==> src/rtl/bregs_pkg.sv <==
package bregs_pkg;

    localparam int NREG    = 16;
    localparam int AW      = 4;
    localparam int MODE_W  = 5;
    localparam int NBANK   = 6;
    localparam int BANK_W  = 3;
    localparam int NCOMMON = 9;            // r0..r7 and r15
    localparam int NHI     = 5;            // r8..r12
    localparam int NSL     = 2;            // r13, r14
    localparam int HI_BASE = NCOMMON;
    localparam int SL_BASE = NCOMMON + 2 * NHI;
    localparam int NPHYS   = SL_BASE + NBANK * NSL;
    localparam int SLOT_W  = $clog2(NPHYS);

    typedef enum logic [MODE_W-1:0] {
        MD_USR = 5'h10,
        MD_FIQ = 5'h11,
        MD_IRQ = 5'h12,
        MD_SVC = 5'h13,
        MD_ABT = 5'h17,
        MD_UND = 5'h1B,
        MD_SYS = 5'h1F
    } mode_e;

    typedef logic [BANK_W-1:0] bank_t;
    typedef logic [SLOT_W-1:0] slot_t;

    localparam bank_t BK_NONE = 3'd0;
    localparam bank_t BK_FIQ  = 3'd1;
    localparam bank_t BK_IRQ  = 3'd2;
    localparam bank_t BK_SVC  = 3'd3;
    localparam bank_t BK_ABT  = 3'd4;
    localparam bank_t BK_UND  = 3'd5;

    typedef struct packed {
        logic  en;
        slot_t slot;
    } phys_wr_t;

    function automatic bank_t bank_of(logic [MODE_W-1:0] m);
        case (m)
            MD_FIQ:  return BK_FIQ;
            MD_IRQ:  return BK_IRQ;
            MD_SVC:  return BK_SVC;
            MD_ABT:  return BK_ABT;
            MD_UND:  return BK_UND;
            default: return BK_NONE;   // user, system, unknown
        endcase
    endfunction

    function automatic slot_t slot_of(logic [AW-1:0] a, bank_t b);
        int s;
        int ai;
        ai = int'(a);
        if (ai < 8)
            s = ai;
        else if (ai == NREG - 1)
            s = 8;
        else if (ai < 13)
            s = HI_BASE + (ai - 8) + ((b == BK_FIQ) ? NHI : 0);
        else
            s = SL_BASE + int'(b) * NSL + (ai - 13);
        return slot_t'(s);
    endfunction

endpackage

==> src/rtl/bregs_steer.sv <==
module bregs_steer
    import bregs_pkg::*;
(
    input  logic [AW-1:0] addr,
    input  bank_t         bank,
    output slot_t         slot
);
    always_comb slot = slot_of(addr, bank);
endmodule

==> src/rtl/bregs_store.sv <==
module bregs_store
    import bregs_pkg::*;
#(
    parameter int DW = 32,
    parameter int N  = NPHYS
) (
    input  logic          clk,
    input  logic          rst,
    input  phys_wr_t      wr,
    input  logic [DW-1:0] wr_data,
    input  slot_t         ra_slot,
    output logic [DW-1:0] ra_data,
    input  slot_t         rb_slot,
    output logic [DW-1:0] rb_data
);
    logic [DW-1:0] mem [N];

    always_ff @(posedge clk) begin
        if (rst) begin
            for (int i = 0; i < N; i++) mem[i] <= '0;
        end else if (wr.en) begin
            mem[wr.slot] <= wr_data;
        end
    end

    always_comb begin
        ra_data = mem[ra_slot];
        rb_data = mem[rb_slot];
    end
endmodule

==> src/rtl/bregs_ssr.sv <==
module bregs_ssr
    import bregs_pkg::*;
#(
    parameter int DW = 32
) (
    input  logic          clk,
    input  logic          rst,
    input  bank_t         bank,
    input  logic          wr_en,
    input  logic [DW-1:0] wr_data,
    output logic [DW-1:0] rd_data
);
    logic [DW-1:0] sv [NBANK];

    generate
        for (genvar g = 0; g < NBANK; g++) begin : g_word
            if (g == 0) begin : g_none
                always_ff @(posedge clk) sv[g] <= '0;
            end else begin : g_bank
                always_ff @(posedge clk) begin
                    if (rst)
                        sv[g] <= '0;
                    else if (wr_en && bank == bank_t'(g))
                        sv[g] <= wr_data;
                end
            end
        end
    endgenerate

    always_comb rd_data = (bank == BK_NONE) ? '0 : sv[bank];
endmodule

==> src/rtl/banked_regfile.sv <==
module banked_regfile
    import bregs_pkg::*;
#(
    parameter int DW = 32
) (
    input  logic              clk,
    input  logic              rst,
    input  logic              mode_set_en,
    input  logic [MODE_W-1:0] mode_set_val,
    output logic [MODE_W-1:0] cur_mode,
    input  logic [AW-1:0]     rd_a_addr,
    output logic [DW-1:0]     rd_a_data,
    input  logic [AW-1:0]     rd_b_addr,
    output logic [DW-1:0]     rd_b_data,
    input  logic              wr_en,
    input  logic [AW-1:0]     wr_addr,
    input  logic [DW-1:0]     wr_data,
    input  logic              sts_wr_en,
    input  logic [DW-1:0]     sts_wr_data,
    output logic [DW-1:0]     sts_rd_data
);
    localparam int NPORT = 3;   // read A, read B, write

    logic [MODE_W-1:0] mode_q;
    bank_t             bank_cur;
    logic [AW-1:0]     port_addr [NPORT];
    slot_t             port_slot [NPORT];
    phys_wr_t          wr_cmd;

    always_ff @(posedge clk) begin
        if (rst)
            mode_q <= MD_SYS;
        else if (mode_set_en)
            mode_q <= mode_set_val;
    end

    assign cur_mode = mode_q;
    assign bank_cur = bank_of(mode_q);

    assign port_addr[0] = rd_a_addr;
    assign port_addr[1] = rd_b_addr;
    assign port_addr[2] = wr_addr;

    generate
        for (genvar p = 0; p < NPORT; p++) begin : g_steer
            bregs_steer u_steer (
                .addr (port_addr[p]),
                .bank (bank_cur),
                .slot (port_slot[p])
            );
        end
    endgenerate

    assign wr_cmd.en   = wr_en;
    assign wr_cmd.slot = port_slot[2];

    bregs_store #(.DW(DW), .N(NPHYS)) u_store (
        .clk     (clk),
        .rst     (rst),
        .wr      (wr_cmd),
        .wr_data (wr_data),
        .ra_slot (port_slot[0]),
        .ra_data (rd_a_data),
        .rb_slot (port_slot[1]),
        .rb_data (rd_b_data)
    );

    bregs_ssr #(.DW(DW)) u_ssr (
        .clk     (clk),
        .rst     (rst),
        .bank    (bank_cur),
        .wr_en   (sts_wr_en),
        .wr_data (sts_wr_data),
        .rd_data (sts_rd_data)
    );
endmodule

==> config.mk <==
export PLATFORM = sky130hd
export DESIGN_NAME = banked_regfile
export DESIGN_NICKNAME = d
export VERILOG_FILES = /design/src/rtl/bregs_pkg.sv /design/src/rtl/bregs_steer.sv /design/src/rtl/bregs_store.sv /design/src/rtl/bregs_ssr.sv /design/src/rtl/banked_regfile.sv
export SDC_FILE = /design/constraint.sdc
export NUM_CORES = 2
export LEC_CHECK = 0
export ABC_AREA = 0
export BUFFER_PORTS_ARGS = -buffer_cell sky130_fd_sc_hd__buf_2
export CAP_MARGIN = 0
export CORE_UTILIZATION = 45
export DETAILED_ROUTE_END_ITERATION = 10
export PLACE_DENSITY = 0.63
export SKIP_CTS_REPAIR_TIMING = 1
export SYNTH_ARGS = -nofsm -noshare
export SYNTH_HDL_FRONTEND = slang
export SYNTH_HIERARCHICAL = 1
export SYNTH_SLANG_ARGS = --single-unit
==> constraint.sdc <==
create_clock -name clk -period 12.1 [get_ports clk]
set_input_delay 0.605 -clock clk [delete_from_list [all_inputs] [get_ports clk]]
set_output_delay 0.605 -clock clk [all_outputs]
set_load 0.1 [all_outputs]
# Word level (Yosys, flattened, before mapping)
# Memories as Yosys holds them, arrays and structs flattened.
# Index checks and enable logic that the tools add are counted.
# word_totals
word_cells,90
inputBits,86
ramBits,1184
reg_bits,5
memories,2
# memory_table
memory,depth,word_bits,rd,rd_ports_with_merged_regs,write_ports,line_no,text
u_store.mem,31,32,2,0,31,bregs_store.sv:16,logic [DW-1:0] mem [N];
u_ssr.sv,6,32,1,0,6,bregs_ssr.sv:13,logic [DW-1:0] sv [NBANK];
# classes
n_mux,40
magnitude_cmp,6
n_reduce_logical,7
addsub,16
bitwise,5
n_eq_ne,13
# op_table
operator,n
$mux 32,7
$mux 5,10
$reduce_or 32->1,1
$add 5x5->5,6
$sub 4x4->5 const B,6
$eq 5x5->1 const B,5
$lt 4x4->1 const B,6
$mux 1,21
$add 5x5->5 const A,3
$pmux 3 s5,1
$eq 4x1->1 const B,3
$eq 3x2->1 const B,2
$eq 3x3->1 const B,2
$add 5x4->5 const A,1
$logic_and 1x1->1,5
$or 1x1->1,5
$eq 3x1->1 const B,1
$logic_not 3->1,1
$mux 3,1

# Longest topological paths before layout
# depth
word_depth,9
depth_mapped,17

# By module
# Netlist, hierarchy kept.
# by_module_without_submodules
mod,cells_per_inst,area_each_um2,instances,seq_area_each_um2
bregs_store,4605,56036.2,1,30749.5
bregs_ssr,502,7711.1,1,4804.6
bregs_steer,48,349.1,3,0.0
banked_regfile,22,247.7,1,100.1

# Worst setup path before layout
# No wires, ideal clock.
# synth_path
kind,register to register
start,"reg mode_q[3], in the netlist cur_mode[3]"
end,"mem u_store.mem[31][0], enable pin"
setup_time_ps,421
arrival_time_ps,5360
required_time_ps,11679
stages_incl_launch_ff,10
path_buffers,0
slack_ps,6319
synth_period_minus_slack_ps,5781
cell_sequence,dfxtp_1 xnor2_1 nor3b_2 ha_1 fa_1 nand3b_1 o21ai_1 a2111oi_1 nand3_1 nor2_1
# synth_rtl
element,line_no,text
start: declaration,banked_regfile.sv:24,logic [MODE_W-1:0] mode_q;
start signal: assignment,banked_regfile.sv:34,mode_q <= mode_set_val;
end: declaration,bregs_store.sv:16,

==> flow_summary.ini <==
[critical_path]
crit_required_ps = 11490
end_kind = primary output
crit_path_end = rd_a_data[31]
reg2regPathDepth = 15
regToRegSetupSlack_ps = 6140
start_kind = flop
crit_start = cur_mode[4]$_SDFFE_PP1P_
reg2reg_to = u_store/mem[29][20]$_SDFFCE_PN0P_
crit_arrival_ps = 6990
critical_path_class = flop to primary output
cp_max_fo = 102
r2r-start = cur_mode[2]$_SDFFE_PP1P_

[timing]
max_slew.worst_pin.slew_ps = 1250
slew_violations = 0
relSlewSlack = 0.164
fin_crit_ps = 7600
setup_violations = 0
max_freq_ghz = 0.132
rsz0062_at_grt = false
post-route-period-util = 0.628
fin_tns_setup_ps = 0
hold_viol = 0
clock_skew_ps = 16.6
whs_ps = 31.8

[floorplan]
ios = 187
row_count = 139
die_h_um = 382
floorplan.initialDensity = 0.453
die_area_um2 = 146000
die_w_um = 382
core_area_um2 = 143000

[clock_tree]
cts_sinks = 1189
h-tree-depth = 4
cts_buffers = 134
clk_pin_slew_ps = 60
clk_latency_ps = 780
cts-root-buf = clkbuf_16
clock_path_buffers = 3
cts_tree = yes

[pwr]
finalPower_mw = 11.2
combPwrFrac = 0.230
power.density_nw_per_um2 = 157
pwr-share-seq = 0.430
vdd_drop_max_mv = 0.155
p_clk_frac = 0.341
power_switching_mw = 3.65
p_leak_nw = 27.4
p_sw_frac = 0.327
p_int_mw = 7.51

[grt]
antenna_found_initial = 20
grt_max_degree = 129
met3_usage = 0.0545
use_met1 = 0.362
grt_util_all_layers = 0.281
grt_pass1_vias = 43500
busiest_layer = met2
use_met2 = 0.461
gr-total-overflow = 0
grt_pass1_wl_mm = 299

[layout]
fillers = 12500
drive_gt1_frac = 0.119
post-route-util = 0.494
syn2layout_area_growth_pct = 9.02
nets = 5332

[yosys]
muxShareOfSynthArea = 0.170
synth_top_family_by_area = multiplexers
syn-num-nets = 5383
yosys-top-cells-count = edfxtp_1, and2_1, mux2i_1
synth_cell_type_count = 59
synth_compound_area_frac = 0.0754
synth_top_flop_cell = edfxtp_1
yosys_warnings = 6
avgSynthCellArea_um2 = 12.3
synth_top_cell_by_area = edfxtp_1
synth_xor_area_frac = 0.000943
synth_most_common_cell = edfxtp_1
ys_seq_area_frac = 0.548
synth.area.top_cells = edfxtp_1, mux2i_1, and2_1
synthCells = 5273
synthAdderAreaFrac = 0.00496
synth_edf_count = 1184
synth_seq_cells = 1189
synth_top_area_frac = 0.547
synthSimpleGateAreaFrac = 0.157
async_flop_share = 0
synth_area_um2 = 65000

[routing]
dr_total_vias = 44200
postRouteAntennaNets = 0
avgViaCountPerCell = 6.10
route.detailed.drc = 0
routedWlPerCell_um = 28.9
drtIter0Drc = 4731
dr.pass1.iters = 6
wirelength_mm = 209

[job]
maxCapViolations = 0

[run_status]
outcome = finished, final reports clean

[placement]
place_hpwl_mm = 115
io_buffers = 186
place_congestion = 0.864

[min_path]
min_path_type = input port to flop
## layout by cell type (no fill, tap or decap), types with 30 or more instances in the layout
| master | count |
|---|---|
| edfxtp_1 | 1184 |
| and2_1 | 1152 |
| mux2i_1 | 1059 |
| a21oi_1 | 230 |
| nand2_1 | 198 |
| nand3_1 | 194 |
| a22oi_1 | 192 |
| buf_2 | 186 |
| clkbuf_16 | 138 |
| a22o_1 | 128 |
| buf_4 | 104 |
| nor3_1 | 64 |
| a31oi_1 | 64 |
| clkbuf_1 | 36 |
| clkinv_1 | 35 |
| inv_1 | 34 |
| or2_2 | 32 |
| mux2_4 | 30 |
| a221oi_2 | 30 |
## cells by family after synthesis
logic type      Yosys count
compound gates          692
xor+xnor                  7
fa+ha+maj                24
buf+inv                 523
flops                  1189
mux                    1091
simple gates           1747
## area by class of cell
type,count,area (um2),area share
multi-input cells,3561,26800,0.378
clock buffers,174,3590,0.0506
well taps,1903,2380,0.0336
inverters,37,139,0.00196
diodes,10,25.0,0.000353
clock inverters,63,405,0.00572
repair buffers,299,1890,0.0267
flip-flops and latches,1189,35700,0.503
## critical path, cell delays in order, from the launching register on
cell and delay, ps:
dfxtp_1 360, nand2_1 120, nor3_2 170, buf_4 500
inv_1 120, or3_1 410, ha_1 200, inv_1 60
ha_1 120, o211ai_1 120, nand3_4 720, buf_12 640
buf_4 850, mux2i_1 260, a22oi_1 110, a31oi_1 600
nand3_1 280, buf_2 370
## power by group through the flow
stage          sequential, mW  combinational, mW  clock [mW]
6_report                 4.80               2.56        3.81
3_3_place_gp             4.87               2.50           0
2_1_floorplan            4.86               1.80           0
4_1_cts                  4.79               2.52        3.85
5_1_grt                  4.81               2.64        4.00
3_5_place_dp             4.88               2.52           0
## layer usage
metal / up-vias / part of all wire
li1: 19200 / -
met1: 22200 / 0.40
met2: 2171 / 0.47
met3: 515 / 0.086
met4: 18 / 0.042
met5: - / 0.00051
## registers in the layout (all words and copies together), names as in the netlist
| name | count |
|---|---|
| u_store/mem | 1024 |
| u_ssr/sv | 160 |
| cur_mode | 5 |
## through the flow
step	cells	worst slack, ps	cell area, um2
floorplan	5273	6320	65000
global placement	6989	5390	66900
global route	7229	4120	70900
CTS	7226	4470	70900
detailed placement	6989	5340	66900
finish	7236	4500	70900
## how the worst min path moves through the flow
stage	from	to	slack, ps	cells past startpoint
6_report	mode_set_val[0]	cur_mode[0]$_SDFFE_PP1P_	30	2
2_1_floorplan	rst	cur_mode[0]$_SDFFE_PP1P_	700	1
3_3_place_gp	cur_mode[0]$_SDFFE_PP1P_	cur_mode[0]$_SDFFE_PP1P_	550	2
3_5_place_dp	cur_mode[0]$_SDFFE_PP1P_	cur_mode[0]$_SDFFE_PP1P_	570	2
5_1_grt	mode_set_val[4]	cur_mode[4]$_SDFFE_PP1P_	9	2
4_1_cts	mode_set_val[0]	cur_mode[0]$_SDFFE_PP1P_	-20	2
Power figures use the tool's default switching activity.
